==> config.mk <==
export PLATFORM = sky130hd
export DESIGN_NAME = stepper_indexer
export DESIGN_NICKNAME = d
export VERILOG_FILES = /design/src/rtl/stp_pkg.sv /design/src/rtl/stp_step_sync.sv /design/src/rtl/stp_position.sv /design/src/rtl/stp_phase_map.sv /design/src/rtl/stepper_indexer.sv
export SDC_FILE = /design/constraint.sdc
export NUM_CORES = 1
export LEC_CHECK = 0
export BUFFER_PORTS_ARGS = -buffer_cell sky130_fd_sc_hd__buf_2
export CAP_MARGIN = 15
export CORE_MARGIN = 5
export CORE_UTILIZATION = 30
export CTS_BUF_LIST = sky130_fd_sc_hd__clkbuf_16
export CTS_CLUSTER_DIAMETER = 50
export CTS_CLUSTER_SIZE = 20
export DETAILED_ROUTE_END_ITERATION = 10
export HOLD_SLACK_MARGIN = 0.02
export PLACE_DENSITY = 0.56
export RECOVER_POWER = 100
export SYNTH_ARGS = -nofsm -noshare
export SYNTH_HDL_FRONTEND = slang
export SYNTH_HIERARCHICAL = 1
export SYNTH_SLANG_ARGS = --single-unit
==> constraint.sdc <==
create_clock -name clk_i -period 2.57 [get_ports clk_i]
set_clock_uncertainty 0.2 [all_clocks]
set_input_delay 0.514 -clock clk_i [delete_from_list [all_inputs] [get_ports clk_i]]
set_output_delay 0.514 -clock clk_i [all_outputs]
set_load 0.03 [all_outputs]
==> src/rtl/stp_pkg.sv <==
package stp_pkg;

   localparam int unsigned PHASES = 4;
   localparam int unsigned IDX_W  = 3;

   typedef enum logic [1:0] {
      MODE_FULL = 2'b00,
      MODE_HALF = 2'b01,
      MODE_WAVE = 2'b10,
      MODE_RSVD = 2'b11
   } step_mode_e;

   // Eight-position half-step pattern; even entries energise one winding,
   // odd entries energise that winding and its next neighbour.
   function automatic logic [PHASES-1:0] half_pattern(input logic [IDX_W-1:0] h);
      logic [PHASES-1:0] base;
      base = {{(PHASES-1){1'b0}}, 1'b1} << h[IDX_W-1:1];
      if (h[0]) return base | {base[PHASES-2:0], base[PHASES-1]};
      return base;
   endfunction

   // Four-position modes pick every other half-step entry: wave takes the
   // even entries, full step the odd ones shifted back by one.
   function automatic logic [PHASES-1:0] phase_decode(input logic [IDX_W-1:0] idx,
                                                      input step_mode_e mode);
      logic [IDX_W-1:0] even_idx;
      even_idx = {idx[IDX_W-2:0], 1'b0};
      case (mode)
         MODE_HALF: return half_pattern(idx);
         MODE_WAVE: return half_pattern(even_idx);
         default:   return half_pattern(even_idx - 3'd1);
      endcase
   endfunction

   function automatic logic at_home(input logic [IDX_W-1:0] idx, input step_mode_e mode);
      if (mode == MODE_HALF) return idx == '0;
      return idx[IDX_W-2:0] == '0;
   endfunction

endpackage

==> src/rtl/stp_step_sync.sv <==
module stp_step_sync #(
   parameter int unsigned SYNC_STAGES = 2
) (
   input  logic clk_i,
   input  logic rst_i,
   input  logic step_i,
   output logic rise_o
);

   localparam int unsigned CHAIN_W = SYNC_STAGES + 1;

   generate
      if (SYNC_STAGES < 2) begin : g_bad_stages
         $error("stp_step_sync: SYNC_STAGES must be at least 2");
      end
   endgenerate

   // chain_q[SYNC_STAGES-1] is the synchronised level, the top bit its previous value
   logic [CHAIN_W-1:0] chain_q;

   always_ff @(posedge clk_i) begin
      if (rst_i) chain_q <= '0;
      else       chain_q <= {chain_q[CHAIN_W-2:0], step_i};
   end

   assign rise_o = chain_q[SYNC_STAGES-1] & ~chain_q[SYNC_STAGES];

   AST_RISE_SINGLE: assert property (@(posedge clk_i) disable iff (rst_i)
      rise_o |=> !rise_o);

endmodule

==> src/rtl/stp_position.sv <==
module stp_position
   import stp_pkg::*;
(
   input  logic             clk_i,
   input  logic             rst_i,
   input  logic             adv_i,
   input  logic             dir_i,
   input  step_mode_e       mode_i,
   output logic [IDX_W-1:0] idx_o
);

   logic [IDX_W-1:0]   idx_q;
   logic [IDX_W-1:0]   idx_d;
   logic [IDX_W-2:0]   short_idx;
   logic               long_seq;

   assign long_seq  = (mode_i == MODE_HALF);
   assign short_idx = idx_q[IDX_W-2:0];

   always_comb begin
      if (long_seq) idx_d = dir_i ? idx_q + 1'b1 : idx_q - 1'b1;
      else          idx_d = {1'b0, (dir_i ? short_idx + 1'b1 : short_idx - 1'b1)};
   end

   always_ff @(posedge clk_i) begin
      if (rst_i)      idx_q <= '0;
      else if (adv_i) idx_q <= idx_d;
   end

   assign idx_o = idx_q;

   AST_STEP_MOVES: assert property (@(posedge clk_i) disable iff (rst_i)
      adv_i |=> idx_q != $past(idx_q));
   AST_IDLE_STABLE: assert property (@(posedge clk_i) disable iff (rst_i)
      !adv_i |=> $stable(idx_q));
   AST_SHORT_RANGE: assert property (@(posedge clk_i) disable iff (rst_i)
      (adv_i && mode_i != MODE_HALF) |=> !idx_q[IDX_W-1]);

endmodule

==> src/rtl/stp_phase_map.sv <==
module stp_phase_map
   import stp_pkg::*;
#(
   parameter int unsigned NUM_WINDINGS = 4
) (
   input  logic                    clk_i,
   input  logic                    rst_i,
   input  logic [IDX_W-1:0]        idx_i,
   input  step_mode_e              mode_i,
   input  logic                    out_en_n_i,
   output logic [NUM_WINDINGS-1:0] wind_on_o,
   output logic                    home_n_o
);

   generate
      if (NUM_WINDINGS != PHASES) begin : g_bad_windings
         $error("stp_phase_map: NUM_WINDINGS must equal the package phase count");
      end
   endgenerate

   logic [NUM_WINDINGS-1:0] pat_q;
   logic                    home_n_q;

   always_ff @(posedge clk_i) begin
      if (rst_i) begin
         pat_q    <= phase_decode('0, mode_i);
         home_n_q <= 1'b0;
      end else if (mode_i != MODE_RSVD) begin
         pat_q    <= phase_decode(idx_i, mode_i);
         home_n_q <= !at_home(idx_i, mode_i);
      end
   end

   assign wind_on_o = out_en_n_i ? '0 : pat_q;
   assign home_n_o  = home_n_q;

   AST_OUT_OFF: assert property (@(posedge clk_i) disable iff (rst_i)
      out_en_n_i |-> wind_on_o == '0);
   AST_HOME_W1: assert property (@(posedge clk_i) disable iff (rst_i)
      !home_n_o |-> pat_q[0]);
   AST_PAT_COUNT: assert property (@(posedge clk_i) disable iff (rst_i)
      ($countones(pat_q) >= 1) && ($countones(pat_q) <= 2));
   AST_RSVD_HOLD: assert property (@(posedge clk_i) disable iff (rst_i)
      (mode_i == MODE_RSVD) |=> ($stable(pat_q) && $stable(home_n_q)));

endmodule

==> src/rtl/stepper_indexer.sv <==
module stepper_indexer
   import stp_pkg::*;
#(
   parameter int unsigned SYNC_STAGES  = 2,
   parameter int unsigned NUM_WINDINGS = 4
) (
   input  logic                    clk_i,
   input  logic                    rst_i,
   input  logic                    step_i,
   input  logic                    dir_i,
   input  logic [1:0]              mode_i,
   input  logic                    out_en_n_i,
   input  logic                    step_hold_i,
   output logic [NUM_WINDINGS-1:0] wind_on_o,
   output logic                    home_n_o
);

   step_mode_e       mode;
   logic             rise;
   logic             adv;
   logic [IDX_W-1:0] pos_q;

   assign mode = step_mode_e'(mode_i);
   assign adv  = rise & ~step_hold_i & (mode != MODE_RSVD);

   stp_step_sync #(.SYNC_STAGES(SYNC_STAGES)) u_sync (
      .clk_i  (clk_i),
      .rst_i  (rst_i),
      .step_i (step_i),
      .rise_o (rise)
   );

   stp_position u_pos (
      .clk_i  (clk_i),
      .rst_i  (rst_i),
      .adv_i  (adv),
      .dir_i  (dir_i),
      .mode_i (mode),
      .idx_o  (pos_q)
   );

   stp_phase_map #(.NUM_WINDINGS(NUM_WINDINGS)) u_map (
      .clk_i      (clk_i),
      .rst_i      (rst_i),
      .idx_i      (pos_q),
      .mode_i     (mode),
      .out_en_n_i (out_en_n_i),
      .wind_on_o  (wind_on_o),
      .home_n_o   (home_n_o)
   );

   AST_INHIBIT_FREEZE: assert property (@(posedge clk_i) disable iff (rst_i)
      (step_hold_i || mode_i == 2'b11) |=> $stable(pos_q));

endmodule

# Word-level counts from Yosys, hierarchy flattened
# Cells that the tools add are included.
dict set report classes {
  addsub 5
  n_eq_ne 3
  n_shift 3
  muxes 30
  bitwise 7
  reduce_logical 5
}
# op n
set ops {}
lappend ops {{$mux W4} 8}
lappend ops {{$mux W1} 18}
lappend ops {{$shl A1 B2 Y4 const A} 3}
lappend ops {{$or A4 B4 Y4} 2}
lappend ops {{$pmux W4 S2} 1}
lappend ops {{$mux W3} 2}
lappend ops {{$sub A3 B1 Y3 const B} 2}
lappend ops {{$add A3 B1 Y3 const B} 1}
lappend ops {{$and A1 B1 Y1} 3}
lappend ops {{$logic_not A3 Y1} 1}
lappend ops {{$add A2 B1 Y2 const B} 1}
lappend ops {{$eq A2 B1 Y1 const B} 1}
lappend ops {{$eq A2 B2 Y1 const B} 1}
lappend ops {{$logic_not A2 Y1} 1}
lappend ops {{$mux W2} 1}
lappend ops {{$ne A2 B2 Y1 const B} 1}
lappend ops {{$not A1 Y1} 2}
lappend ops {{$reduce_bool A2 Y1} 1}
lappend ops {{$reduce_or A2 Y1} 1}
lappend ops {{$sub A2 B1 Y2 const B} 1}
lappend ops {{$logic_not A1 Y1} 1}
dict set report word_totals {
  regBits 11
  in_bits 8
  out_inout_bits 5
  wordCells 57
}

# Logic depth before layout (Yosys ltp)
dict set report logic_depth {
  word_depth 9
  depth_mapped 6
  mapped_depth_nobuf 6
}

# Cells and area by module
# Netlist, hierarchy kept.
# module n_inst cells_each area_per_inst_um2 seq_area_each_um2
set modules_own_cells {}
lappend modules_own_cells {stp_phase_map 1 54 526.8 140.1}
lappend modules_own_cells {stp_position 1 16 161.4 60.1}
lappend modules_own_cells {stp_step_sync 1 7 87.6 60.1}
lappend modules_own_cells {stepper_indexer 1 2 16.3 0.0}

# Worst setup path before layout
# OpenSTA, ideal clock, no wires.
dict set report synth_path {
  path_type {reg-to-reg}
  startpoint {register u_pos.idx_q[1], in the netlist u_pos/idx_o[1]}
  endpoint {register u_map.pat_q[2] (data pin)}
  setup_time_ns 0.273
  arrival_ns 1.363
  setup_slack_ns 0.733
  path_stages_with_launch 6
  n_path_buf 0
  synth_period_minus_slack_ns 1.837
  cell_sequence {dfxtp_1 -> inv_1 -> ha_1 -> mux2_4 -> a221oi_2 -> a211oi_1}
}
dict set report synth_between {
  elab_chain_len 8
  word_cells_on_any_way 13
  cone_classes {1 x add/sub; 3 x shift; 7 x mux; 2 x bitwise}
}
# item line_no
set synth_lines {}
lappend synth_lines {{start, declared} stp_position.sv:12} ;# logic [IDX_W-1:0] idx_q;
lappend synth_lines {{start signal, assigned} stp_position.sv:27} ;# else if (adv_i) idx_q <= idx_d;
lappend synth_lines {{$sub A3 B1 Y3} stp_pkg.sv:31} ;# default: return half_pattern(even_idx - 3'd1);
lappend synth_lines {{$shl A1 B2 Y4} stp_pkg.sv:17} ;# base = {{(PHASES-1){1'b0}}, 1'b1} << h[IDX_W-1:1];
lappend synth_lines {{$or A4 B4 Y4} stp_pkg.sv:18} ;# if (h[0]) return base | {base[PHASES-2:0], base[PHASES-1]};
lappend synth_lines {{$mux W4} stp_pkg.sv:18}
lappend synth_lines {{$mux W4} stp_pkg.sv:19} ;# return base;
lappend synth_lines {{$pmux W4 S2 *} stp_pkg.sv:28} ;# case (mode)
lappend synth_lines {{$mux W4 *} stp_phase_map.sv:28} ;# end else if (mode_i != MODE_RSVD) begin
lappend synth_lines {{$mux W4 *} stp_phase_map.sv:25} ;# if (rst_i) begin
lappend synth_lines {{end signal, assigned} stp_phase_map.sv:26} ;# pat_q <= phase_decode('0, mode_i);
lappend synth_lines {{end signal, assigned} stp_phase_map.sv:29} ;# pat_q <= phase_decode(idx_i, mode_i);
lappend synth_lines {{end, declared} stp_phase_map.sv:21} ;# logic [NUM_WINDINGS-1:0] pat_q;
# Every way passes the cells marked *; elsewhere a longest branch is shown, timed or not. The select of a mux whose other input is x is not followed.
# A chain may end at the register's enable or synchronous reset.

# Worst setup path in the final report
# Ends and elaborated chain as after synthesis.

==> impl_metrics.json <==
{
  "cp.required_ns": 2.32,
  "cts_hold_buffers": 0,
  "clkSinkCount": 11,
  "port_buffers": 12,
  "grt_antenna_before_repair": 0,
  "routed_wl_mm": 1.371,
  "vias_per_cell": 4.615,
  "coreArea_sq_um": 2500,
  "die-area_sq_um": 3768,
  "cts_buffers": 3,
  "drive_gt1_share_pct": 11.96,
  "crit_path_end_kind": "flip-flop",
  "cts_resized": 0,
  "routedWlPerCell_um": 11.24,
  "hold_viol": 0,
  "cp_slowest_stage_delay_ns": 0.48,
  "diodes": 0,
  "syn_to_final_growth_pct": 17.54,
  "power-per-cell-area_nw_per_um2": 587.1,
  "synth_cell_types": 29,
  "switchingPower_mw": 0.1205,
  "clock.fmax_mhz": 476.0,
  "clkPwrFrac_pct": 50.5,
  "cts_tree": "yes",
  "hp-class": "flip-flop to flip-flop",
  "p_comb_share_pct": 13.2,
  "cts.reportedPaths.clkPinSlew_ns": 0.04,
  "syn_nets": 100,
  "hpwl_mm": 1.044,
  "synth-edff-count": 4,
  "crit_start": "u_pos/idx_o[1]$_SDFFE_PP0P_",
  "syn_inst": 79,
  "r2r-start": "u_pos/idx_o[1]$_SDFFE_PP0P_",
  "power.internal_mw": 0.4260,
  "antenna_left": 0,
  "ys.flop_type": "dfxtp_1",
  "grt_pass1_vias": 566,
  "slew_headroom_pct": 57.84,
  "rows": 18,
  "holdCritStartpoint": "u_sync/chain_q[0]$_SDFF_PP0_",
  "most-common-layout-cells": "12 x ha_1, 9 x inv_1, 9 x nor2b_1, 7 x dfxtp_1",
  "grt.overflow.total": 0,
  "grtUsageTotal_pct": 8.946,
  "worst_pin_slew_ns": 0.6323,
  "r2r_end": "u_map/pat_q[2]$_SDFFCE_PP0P_",
  "yosysWarnings": 6,
  "drc": 0,
  "p_total_mw": 0.5465,
  "final-setup-viol-count": 0,
  "path_cells": "inv_1 -> ha_1 -> mux2_4 -> a221oi_1 -> a211oi_1",
  "status": "finished, final reports clean",
  "dr.first_iter.drc_count": 13,
  "start_util_pct": 31.68,
  "cap_violations": 0,
  "start_kind": "flip-flop",
  "dr.pass1.iters": 4,
  "post-cts-setup-buffers": 0,
  "rr_worst_depth": 5,
  "switching_share_pct": 22.04,
  "dpl_cell_area_sq_um": 870.8,
  "synth.avg_cell_area_sq_um": 10.03,
  "grt_max_degree": 16,
  "io_pins": 13,
  "synth_seq_cells": 11,
  "drv_slew": 0,
  "rsz0062_at_grt": "false",
  "crit_fanout": 8,
  "layout_commonest_cell": "ha_1",
  "period_share_pct": 81.74,
  "gp_congestion": 0.8450,
  "worstSkewPairLatency_ns": 0.24,
  "hold_depth": 1,
  "fin_nets": 114,
  "synth-async-reset-ratio_pct": 0,
  "max-vdd-ir-drop_mv": 0.3589,
  "finalWorstSetupSlack_ns": 0.4694,
  "crit_type": "flip-flop to flip-flop",
  "period_needed_ns": 2.101,
  "fin_area_sq_um": 930.9,
  "finalSetupTns_ns": 0,
  "min_to": "u_sync/chain_q[1]$_SDFF_PP0_",
  "grt_pass1_wl_mm": 2.484,
  "synthesis.area_sq_um": 792.0,
  "p_seq_share_pct": 36.3,
  "seq_area_frac_synth_pct": 32.86,
  "h-tree-depth": 1,
  "cts-root-buf": "clkbuf_16",
  "clock_path_buffers": 2,
  "die_h_um": 61.38,
  "rrSetupSlack_ns": 0.47,
  "via_count": 563,
  "post-place-ws_ns": 0.5520,
  "critical_path_arrival_ns": 1.85,
  "leakage_nw": 0.3744,
  "dieWidth_um": 61.38,
  "slowest_stage": "dfxtp_1"
}
-- metal layers --
| metal | vias up | global-route usage (%) | share of wire [%] |
|---|---|---|---|
| met5 | - | 0 | 0 |
| met1 | 249 | 10.81 | 44 |
| met2 | 15 | 14.35 | 46 |
| met3 | 2 | 4.612 | 9.0 |
| met4 | 0 | 1.818 | 0.73 |
| li1 | 297 | - | - |
-- worst max-delay path, delay by kind of cell, from the launching register on --
kind | cells | cell delay, ns
adder cells (fa/ha/maj) | 1 | 0.33
multiplexers | 1 | 0.27
AO/OA/AOI/OAI | 2 | 0.37
buffers and inverters | 1 | 0.16
flip-flops | 1 | 0.48
-- how the worst max path moves through the flow --
stage                                    to  slack [ns]  depth (start not counted)
3_3_place_gp   u_map/pat_q[2]$_SDFFCE_PP0P_        0.59                          5
3_5_place_dp   u_map/pat_q[2]$_SDFFCE_PP0P_        0.55                          5
6_report       u_map/pat_q[2]$_SDFFCE_PP0P_        0.47                          5
5_1_grt        u_map/pat_q[2]$_SDFFCE_PP0P_        0.37                          5
2_1_floorplan  u_map/pat_q[2]$_SDFFCE_PP0P_        0.73                          5
4_1_cts        u_map/pat_q[2]$_SDFFCE_PP0P_        0.54                          5
-- synth_stat cells, types with 2 or more instances --
master | n | area share [%]
xnor2_1 | 3 | 3.3
a21o_1 | 2 | 1.9
nor2_1 | 2 | 0.95
a21oi_1 | 4 | 2.5
nor3b_1 | 3 | 2.8
a211oi_1 | 3 | 2.8
inv_1 | 8 | 3.8
clkbuf_1 | 2 | 0.95
edfxtp_1 | 4 | 15
nand2_1 | 4 | 1.9
nor2b_1 | 9 | 7.1
ha_1 | 12 | 19
dfxtp_1 | 7 | 18
-- cell families after synthesis --
| family | synth area share (%) |
|---|---|
| compound gates | 15.01 |
| xor+xnor | 3.318 |
| fa+ha+maj | 21.48 |
| buf+inv | 6.162 |
| flops | 32.86 |
| mux | 3.159 |
| simple gates | 18.01 |
-- area by class of cell --
cell class	instances	area, sq um
multi-input combinational	57	471.7
clock inverter	1	3.754
sequential	11	260.3
fill	258	1569
tap	30	37.54
clock buffer	3	75.07
timing repair buffer	12	52.55
inverter	8	30.03
-- per-stage QoR --
step | cells | util [%] | hold slack, ns
6_report | 122 | 37.24 | 0.2455
3_5_place_dp | 118 | 34.83 | 0.2330
5_1_grt | 122 | 37.24 | 0.2691
3_3_place_gp | 118 | 34.83 | 0.2172
4_1_cts | 122 | 37.99 | 0.2462
2_1_floorplan | 79 | - | 0.2138
-- power groups by stage --
stage | Sequential [mW] | Clock (mW) | Combinational [mW]
final | 0.198 | 0.276 | 0.0722
after floorplan | 0.200 | 0 | 0.0542
after global placement | 0.201 | 0 | 0.0756
after global routing | 0.200 | 0.293 | 0.0818
after CTS | 0.199 | 0.283 | 0.0764
after detailed placement | 0.201 | 0 | 0.0761
-- sequential cells by signal (all words and copies together), names as in the netlist --
register,count
u_sync/chain_q,3
u_map/home_n_o,1
u_pos/idx_o,3
u_map/pat_q,4
Power figures use the tool's default switching activity.
